File: src/rtl/hdb3_pkg.sv
package hdb3_pkg;
    localparam int RUN_LEN = 4;

    typedef enum logic [1:0] {
        SYM_DATA = 2'd0,
        SYM_HEAD = 2'd1,
        SYM_VIOL = 2'd2
    } sym_tag_e;

    typedef enum logic {
        POL_NEG = 1'b0,
        POL_POS = 1'b1
    } pol_e;

    typedef struct packed {
        logic     valid;
        logic     bit_v;
        sym_tag_e tag;
    } slot_t;
endpackage

File: src/rtl/hdb3_window.sv
module hdb3_window
    import hdb3_pkg::*;
#(
    parameter int DEPTH = RUN_LEN
) (
    input  logic  clk,
    input  logic  rst_n,
    input  logic  en,
    input  logic  bit_in,
    output slot_t oldest
);
    typedef struct packed {
        slot_t [DEPTH-1:0] line;
    } win_t;

    win_t st_d, st_q;
    logic run_hit;

    always_comb begin
        logic zeros;
        zeros = !bit_in;
        for (int i = 0; i < DEPTH - 1; i++) begin
            if (!(st_q.line[i].valid && !st_q.line[i].bit_v &&
                  st_q.line[i].tag != SYM_VIOL))
                zeros = 1'b0;
        end
        run_hit = zeros;

        st_d = st_q;
        if (en) begin
            for (int i = DEPTH - 1; i > 0; i--)
                st_d.line[i] = st_q.line[i-1];
            st_d.line[0].valid = 1'b1;
            st_d.line[0].bit_v = bit_in;
            st_d.line[0].tag   = run_hit ? SYM_VIOL : SYM_DATA;
            if (run_hit)
                st_d.line[DEPTH-1].tag = SYM_HEAD;
        end
    end

    always_ff @(posedge clk or negedge rst_n) begin
        if (!rst_n) st_q <= '0;
        else        st_q <= st_d;
    end

    assign oldest = st_q.line[DEPTH-1];

    // A head is always followed by its violation three shifts later,
    // so a head at the output stage means a violation tag is in flight
    assert_head_has_viol_R3: assert property (@(posedge clk) disable iff (!rst_n)
        (oldest.valid && oldest.tag == SYM_HEAD) |-> (st_q.line[0].tag == SYM_VIOL));
endmodule

File: src/rtl/hdb3_symbol_gen.sv
module hdb3_symbol_gen
    import hdb3_pkg::*;
(
    input  logic  clk,
    input  logic  rst_n,
    input  logic  en,
    input  slot_t slot,
    output logic  rail_pos,
    output logic  rail_neg
);
    typedef struct packed {
        pol_e last;
        logic odd;
        logic pos;
        logic neg;
    } gen_t;

    gen_t st_d, st_q;

    always_comb begin
        pol_e flip;
        flip = (st_q.last == POL_POS) ? POL_NEG : POL_POS;
        st_d = st_q;
        if (en) begin
            st_d.pos = 1'b0;
            st_d.neg = 1'b0;
            if (slot.valid) begin
                if (slot.bit_v) begin
                    st_d.pos  = (flip == POL_POS);
                    st_d.neg  = (flip == POL_NEG);
                    st_d.last = flip;
                    st_d.odd  = !st_q.odd;
                end else if (slot.tag == SYM_HEAD) begin
                    if (!st_q.odd) begin
                        st_d.pos  = (flip == POL_POS);
                        st_d.neg  = (flip == POL_NEG);
                        st_d.last = flip;
                    end
                end else if (slot.tag == SYM_VIOL) begin
                    st_d.pos = (st_q.last == POL_POS);
                    st_d.neg = (st_q.last == POL_NEG);
                    st_d.odd = 1'b0;
                end
            end
        end
    end

    always_ff @(posedge clk or negedge rst_n) begin
        if (!rst_n) st_q <= '{last: POL_NEG, odd: 1'b0, pos: 1'b0, neg: 1'b0};
        else        st_q <= st_d;
    end

    assign rail_pos = st_q.pos;
    assign rail_neg = st_q.neg;

    // checker state: polarity of the previous violation
    logic chk_seen_q;
    pol_e chk_vpol_q;
    always_ff @(posedge clk or negedge rst_n) begin
        if (!rst_n) begin
            chk_seen_q <= 1'b0;
            chk_vpol_q <= POL_NEG;
        end else if (en && slot.valid && slot.tag == SYM_VIOL) begin
            chk_seen_q <= 1'b1;
            chk_vpol_q <= st_q.last;
        end
    end

    assert_viol_alternate_R6: assert property (@(posedge clk) disable iff (!rst_n)
        (en && slot.valid && slot.tag == SYM_VIOL && chk_seen_q) |-> (st_q.last != chk_vpol_q));

    assert_viol_repeats_R4: assert property (@(posedge clk) disable iff (!rst_n)
        (en && slot.valid && slot.tag == SYM_VIOL) |=>
        (rail_pos == ($past(st_q.last) == POL_POS)) && (rail_pos != rail_neg));
endmodule

File: src/rtl/hdb3_line_encoder.sv
module hdb3_line_encoder
    import hdb3_pkg::*;
#(
    parameter int WINDOW = RUN_LEN
) (
    input  logic clk,
    input  logic rst_n,
    input  logic bit_en,
    input  logic bit_in,
    output logic line_pos,
    output logic line_neg
);
    slot_t out_slot;

    hdb3_window #(.DEPTH(WINDOW)) u_window (
        .clk    (clk),
        .rst_n  (rst_n),
        .en     (bit_en),
        .bit_in (bit_in),
        .oldest (out_slot)
    );

    hdb3_symbol_gen u_gen (
        .clk      (clk),
        .rst_n    (rst_n),
        .en       (bit_en),
        .slot     (out_slot),
        .rail_pos (line_pos),
        .rail_neg (line_neg)
    );

    assert_rails_exclusive_R8: assert property (@(posedge clk) disable iff (!rst_n)
        !(line_pos && line_neg));

    assert_hold_idle_R9: assert property (@(posedge clk) disable iff (!rst_n)
        !bit_en |=> $stable({line_pos, line_neg}));

    assert_mark_sent_R1: assert property (@(posedge clk) disable iff (!rst_n)
        (bit_en && out_slot.valid && out_slot.bit_v) |=> (line_pos || line_neg));

    assert_reset_quiet_R7: assert property (@(posedge clk) disable iff (!rst_n)
        $rose(rst_n) |-> (!line_pos && !line_neg));
endmodule

File: config.mk
export PLATFORM = sky130hd
export DESIGN_NAME = hdb3_line_encoder
export DESIGN_NICKNAME = d
export VERILOG_FILES = /design/src/rtl/hdb3_pkg.sv /design/src/rtl/hdb3_window.sv /design/src/rtl/hdb3_symbol_gen.sv /design/src/rtl/hdb3_line_encoder.sv
export SDC_FILE = /design/constraint.sdc
export NUM_CORES = 1
export LEC_CHECK = 0
export BUFFER_PORTS_ARGS = -buffer_cell sky130_fd_sc_hd__buf_4
export CAP_MARGIN = 20
export CORE_AREA = 2 2 39 41
export DETAILED_ROUTE_END_ITERATION = 7
export DIE_AREA = 0 0 41 43
export PLACE_DENSITY = 0.66
export RECOVER_POWER = 50
export SLEW_MARGIN = 20
export SYNTH_ARGS = -nofsm -noshare
export SYNTH_HDL_FRONTEND = slang
export SYNTH_SLANG_ARGS = --single-unit
export TNS_END_PERCENT = 1
File: constraint.sdc
create_clock -name clk -period 1.4 [get_ports clk]
set_input_delay 0.07 -clock clk [delete_from_list [all_inputs] [get_ports clk]]
set_output_delay 0.07 -clock clk [all_outputs]
set_load 0.05 [all_outputs]
==> results of run 1 <==
-- worst max-delay path: cells and delay by family, from the launching register on --
kind | cells | cell delay [ns]
flip-flops | 1 | 0.40
AND/OR/NAND/NOR | 2 | 0.72
AO/OA/AOI/OAI | 1 | 0.13
-- area by class of cell --
| class | count | area [um2] | area share [%] |
|---|---|---|---|
| inverters | 3 | 11.26 | 1.473 |
| repair buffers | 6 | 43.79 | 5.728 |
| well taps | 16 | 20.02 | 2.619 |
| clock buffers | 4 | 36.28 | 4.746 |
| multi-input cells | 30 | 252.7 | 33.06 |
| flip-flops and latches | 16 | 400.4 | 52.37 |
-- final timing paths --
check | from | endpoint | cells after the start
worst max-delay path | u_window.st_q[5] | u_window.oldest[0] | 3
worst min-delay path | bit_in | u_window.st_q[2] | 2
worst max register to register | u_window.st_q[5] | u_window.oldest[0] | 3
worst min register to register | u_window.st_q[3] | u_window.st_q[3] | 1
max in group asynchronous | rst_n | u_window.st_q[11] | 2
min in group asynchronous | rst_n | u_window.st_q[2] | 2
-- power by group --
group	internal [mW]	switching, mW
logic	0.111	0.133
clock network	0.158	0.135
registers	0.542	0.0726
total	0.811	0.341
-- through the flow --
stage | instances | area, um2 | worst slack (ns) | total power, mW
after CTS | 75 | 768.2 | 0.08697 | 1.168
after detailed placement | 70 | 721.9 | 0.1049 | 0.8706
after global routing | 75 | 764.5 | 0.04947 | 1.216
final | 75 | 764.5 | 0.09661 | 1.152
after global placement | 70 | 721.9 | 0.1424 | 0.8648
after floorplan | 50 | 669.4 | 0.1540 | 0.7884
-- registers in the layout, indices dropped and copies added (netlist names) --
| name | count |
|---|---|
| u_gen.rail_pos | 1 |
| u_gen.st_q | 2 |
| u_window.st_q | 8 |
| u_gen.rail_neg | 1 |
| u_window.oldest | 4 |
-- cells in the final DEF (no fill, tap or decap), drive strengths merged --
| cell | instances |
|---|---|
| a22o | 2 |
| a32oi | 1 |
| and2 | 1 |
| buf | 4 |
| clkbuf | 5 |
| dfrtp | 16 |
| dlygate4sd3 | 1 |
| inv | 3 |
| mux2 | 9 |
| nand2 | 1 |
| nand2b | 1 |
| nor2b | 2 |
| nor3b | 3 |
| nor4 | 1 |
| o21ai | 5 |
| o221ai | 1 |
| or2 | 1 |
| or4b | 1 |
| xnor2 | 1 |
-- kinds of logic (layout without fill, tap and decap cells) --
| family | count (synthesis) | after routing |
|---|---|---|
| and+or+nand+nor | 11 | 11 |
| AOI/OAI and AO/OA | 9 | 9 |
| DFF | 16 | 16 |
| buffers and inverters | 4 | 13 |
| muxes | 9 | 9 |
| xor gates and xnor gates | 1 | 1 |
-- routing by layer --
layer	up-vias	share of wire, %
met5	-	0
met4	0	0.99
met3	2	3.1
met2	6	49
met1	193	47
li1	200	-
-- timing repair --
action	CTS	global route
endpoints found under the setup margin	0	0
hold endpoints to repair	16	0
hold buffers	1	0
==> results.md, run 1 <==
- Setup bufs post-CTS: 0
- Synth Area in XOR/XNOR: 1.308%
- CP Launch Type: flip-flop
- CTS tree: yes
- Pin count of the biggest net entering global routing: 17
- Post-synth top cells: dfrtp_1, mux2_2, o21ai_0
- DRT iter0 DRCs: 3
- Num CTS Buffers: 3
- Hold Crit Class: input port to flip-flop
- Most area-hungry cell type in the Yosys netlist: dfrtp_1
- Ys async rst share: 100.0%
- Hold Fails Final Rpt: 0
- Post-synth EDFFs: 0
- Rows: 14
- Final GP Congestion: 0.6464
- CTS Sinks: 16
- Gr ovfl total: 0
- TNS Setup: 0 ns
- Yosys cell types: 18
- Synth Warn #: 0
- Part of the cycle the worst path needs: 93.10%
- Die area: ~1800 um2
- Fill cell count: between 100 and 150
- Max stage delay cell, worst path: or4b_4
- CP Data Arrival Time: 1.53 ns
- Fmax: 767.2 MHz
- Number of synthesized register bits: 16
- Vias in the first global route: 374
- Largest stage delay on the critical path: 0.54 ns
- All-Layer GR Usage: 13.99%
- GR Util met1: between 15 and 20%
- Mapped Cells: 50
- Global-route wire length before repair: 1.587 mm
- Synth Flop Type: dfrtp_1
- Most frequent cell after synthesis: dfrtp_1
- Final setup violating endpoints: 0
- I/O pin count: 6
- Wire length per cell: 13.48 um
- HPWL Detailed: ~730 um
- Req. time, crit path: 1.62 ns
- Pins Over Slew Limit: 0
- Initial Util: 48.37%
- Final Util: about 55%
- Post-CTS sizing: 0
- Width of the die: a little over 40 um
- Worst setup EP type: flip-flop
- Number of vias in the routed layout: 401
- Crit path max fanout: 3
- Peak supply drop: 0.7846 mV
- Slew margin rel.: 43.19%
- Met2 Use GR: a little over a fifth
- Critical-path cell list: or4b_4, nor3b_2, a22o_1
- Max_cap viols: 0
- Lkg Pwr: 0.3324 nW
- Final hold slack: 0.03374 ns
- PwrDens: about 1500 nW/um2
- Area fraction of the dominant cell type after synthesis: 59.81%
- Area growth, synth to finish: 14.21%
- GR peak layer: met2
- Die height: 43 um
- Worst reg2reg setup slack: 0.1 ns
- Initial DRT Pass Iterations: 4
- CTS clk-pin slew, worst paths: 0.09 ns
- Cell area after synthesis: 669.4 um2
- Clk_skew: 0.004156 ns
- RSZ-0062 raised after global routing: no
- Share of layout cells above drive strength 1: 33.90%
- Area contributors post-synth: dfrtp_1, mux2_2, o21ai_0
- Compound-Gate Fraction of Synth Area: 8.972%
- Sequential area share after synthesis: 59.81%
- Worst Tran Pin Value: approximately 0.85 ns
- Fin nets: 64
- H-tree depth: 1
- Routed Wire Length: 1.011 mm
- Fraction of synthesized area in multiplexers: 15.14%
- GR Util met3: 4.712%
- Simple-gate portion of the synthesized area: 12.34%
- Final ANT Viol Nets: 0
- Syn_nets: 54
- Status: completed
- Clk buf depth: 2
- Vias/cell: 5.347
- Core ar.: 1384 um2
- Antenna cells: 0
- Synthesized area per cell: 13.39 um2
- Fin crit period: 1.303 ns
- Residual DRC: 0
- Crit path kind: flip-flop to flip-flop
- Port Buf Inserts: 5
- CTS Root Cell: clkbuf_4
- Antenna violations before repair: 0
- Adder-Cell Fraction of Synth Area: 0%
- Worst-skew pair later-pin latency: 0.27 ns
- Main combinational cell family by area after synthesis: multiplexers
Note: power is estimated with default switching activity, not from simulation.
==> run 2: changes to the inputs <==
ABC_AREA = 1   (was unset)
CORE_AREA = unset   (was 2 2 39 41)
CORE_UTILIZATION = 53   (was unset)
DIE_AREA = unset   (was 0 0 41 43)
PLACE_DENSITY = 0.69   (was 0.66)
==> results.md, run 2 <==
- RSZ-0062 raised after global routing: no
- Worst Tran Pin Value: around 0.83 ns
- Initial DRT Pass Iterations: 4
- Area contributors post-synth: dfrtp_1, nand2_1, inv_1
- Width of the die: 38.17 um
- Pin count of the biggest net entering global routing: 17
- HPWL Detailed: 881.5 um
- Residual DRC: 0
- Fin nets: between 90 and 100
- Most frequent cell after synthesis: nand2_1
- Num CTS Buffers: 3
- Synth Flop Type: dfrtp_1
- Fin crit period: approximately 1.0 ns
- Sequential area share after synthesis: 57.76%
- R2r worst-path depth: 5
- Fmax: 996.5 MHz
- # hold bufs at CTS: 1
- Post-CTS sizing: 0
- Status: completed
- Syn_nets: 89
- Cell area after synthesis: 693.2 um2
- Rows: 12
- Commonest non-fill, non-tap cell in the layout: nand2_1
- Max reg flops: 8
- Final setup violating endpoints: 0
- Reg with most FFs: u_window.st_q
- Worst setup EP type: flip-flop
- Number of vias in the routed layout: 528
- CP Launch Type: flip-flop
- Hold Crit Class: input port to flip-flop
- Vias in the first global route: 526
- Crit Reg-Reg Startpoint: u_window.oldest[2]
- Yosys cell types: 14
- All-Layer GR Usage: a little under a quarter
- Antenna cells: 0
- Antenna violations before repair: 0
- Synth Warn #: 0
- Final ANT Viol Nets: 0
- Lkg Pwr: about 0.42 nW
- PnR worst setup slack: 0.3965 ns
- Req. time, crit path: approximately 1.6 ns
- Wire length per cell: 11.43 um
- DRT iter0 DRCs: 22
- Die area: ~1500 um2
- H-tree depth: 1
- CTS clk-pin slew, worst paths: 0.09 ns
- Worst setup path start: u_window.oldest[2]
- Gr ovfl total: 0
- Max_cap viols: 0
- Synthesized area per cell: 8.155 um2
- Area growth, synth to finish: 13.36%
- Setup bufs post-CTS: 0
- Post-synth EDFFs: 0
- I/O pin count: 6
- Commonest non-fill, non-tap cells in the layout: nand2_1, dfrtp_1, inv_1, nor2_1, o21ai_0
- Ys async rst share: 100.0%
- Post-synth top cells: nand2_1, dfrtp_1, inv_1
- Capture point of the worst path: u_gen.st_q[3]
- Pins Over Slew Limit: 0
- Share of layout cells above drive strength 1: 12.77%
- Crit path max fanout: 6
- Slew margin rel.: 44.75%
- CTS Sinks: 16
- TNS Setup: 0 ns
- Core ar.: 1156 um2
- CP Data Arrival Time: 1.19 ns
- Global-route wire length before repair: 2.228 mm
- Hold Fails Final Rpt: 0
- Worst-skew pair later-pin latency: around 0.28 ns
- Number of synthesized register bits: 16
- Initial Util: 59.96%
- Worst reg2reg setup slack: 0.40 ns
- Clk_skew: 0.0008510 ns
- Port Buf Inserts: 5
- Part of the cycle the worst path needs: 71.68%
- Mapped Cells: 85
- Sequential cell area: 400.4 um2
- Vias/cell: 4.889
- CTS tree: yes
- Final GP Congestion: 0.6798
- CTS Root Cell: clkbuf_4
- Fill cell count: 98
- RR Endpoint: u_gen.st_q[3]
- Routed Wire Length: 1.234 mm
- Multi-input gate area: 242.7 um2
- Most area-hungry cell type in the Yosys netlist: dfrtp_1
- PwrDens: ~1600 nW/um2
- Area fraction of the dominant cell type after synthesis: 57.76%
- Peak supply drop: ~0.82 mV
- Die height: about 38 um
- Dpl ws: 0.4217 ns
- Clk buf depth: 2
- Crit path kind: flip-flop to flip-flop
-- run 2: changes by cell type in the layout (fill, tap and decap cells not counted), moves of 2 or more --
cell	previous run	this run
nor3b_1	2	0
mux2_2	9	0
a21oi_1	0	2
inv_1	3	10
inv_2	0	2
nand4_1	0	2
nand3_1	0	5
o21ai_0	5	7
nand2_1	1	29
nor2_1	0	7
nor2b_1	2	0
a22o_1	2	0
-- run 2: logic make-up after synthesis --
logic type / Yosys count / share of synthesized area [%]
AND/OR/NAND/NOR: 46 / 27.62
flip-flops: 16 / 57.76
AO/OA/AOI/OAI: 10 / 7.401
buffers and inverters: 13 / 7.221
-- run 2: power by group --
part           switching (mW)  leakage [nW]  internal [mW]
Combinational           0.193         0.199          0.105
Clock                   0.145        0.0210          0.158
Sequential             0.0785         0.197          0.562
Total                   0.416         0.416          0.826
-- run 2: routing by layer --
layer  global-route usage [%]  vias up  part of all wire [%]
met1                    31.52      233                    52
met4                    10.71        0                  0.32
met5                        0        -                     0
met3                    5.233        2                   3.1
met2                    35.17       10                    45
li1                         -      283                     -
-- run 2: critical path, stage by stage, from the launching register on --
cell	delay [ns]
dfrtp_1	0.41
inv_1	0.15
nand2_1	0.09
nand3_1	0.09
nand2_1	0.04
and2_1	0.12
-- run 2: per-stage QoR --
stage | std cells | hold WS [ns] | area, um2 | total power, mW | utilization, %
finish | 108 | 0.03798 | 785.8 | 1.242 | 67.97
global route | 108 | 0.05128 | 785.8 | 1.335 | 67.97
CTS | 108 | 0.02950 | 789.5 | 1.254 | 68.29
detailed placement | 103 | -0.06111 | 743.2 | 0.9472 | 64.29
global placement | 103 | -0.06374 | 743.2 | 0.9340 | 64.29
floorplan | 85 | -0.2256 | 693.2 | 0.8547 | -
-- run 2: final cells by class --
type                            count  share of cell area (%)
Inverter                           12                   5.732
Timing Repair Buffer                6                   5.573
Clock buffer                        4                   4.618
Sequential cell                    16                   50.96
Tap cell                           14                   2.229
Multi-Input combinational cell     56                   30.89
-- run 2: how the worst min path moves through the flow --
stage                     startpoint                  to  slack [ns]  cells after the start
after floorplan                rst_n      u_gen.rail_neg       -0.23                      0
after CTS                     bit_in    u_window.st_q[2]        0.03                      3
after global routing          bit_in    u_window.st_q[2]        0.05                      3
final                         bit_in    u_window.st_q[2]        0.04                      3
after detailed placement       rst_n  u_window.oldest[0]       -0.06                      1
after global placement         rst_n    u_window.st_q[2]       -0.06                      1
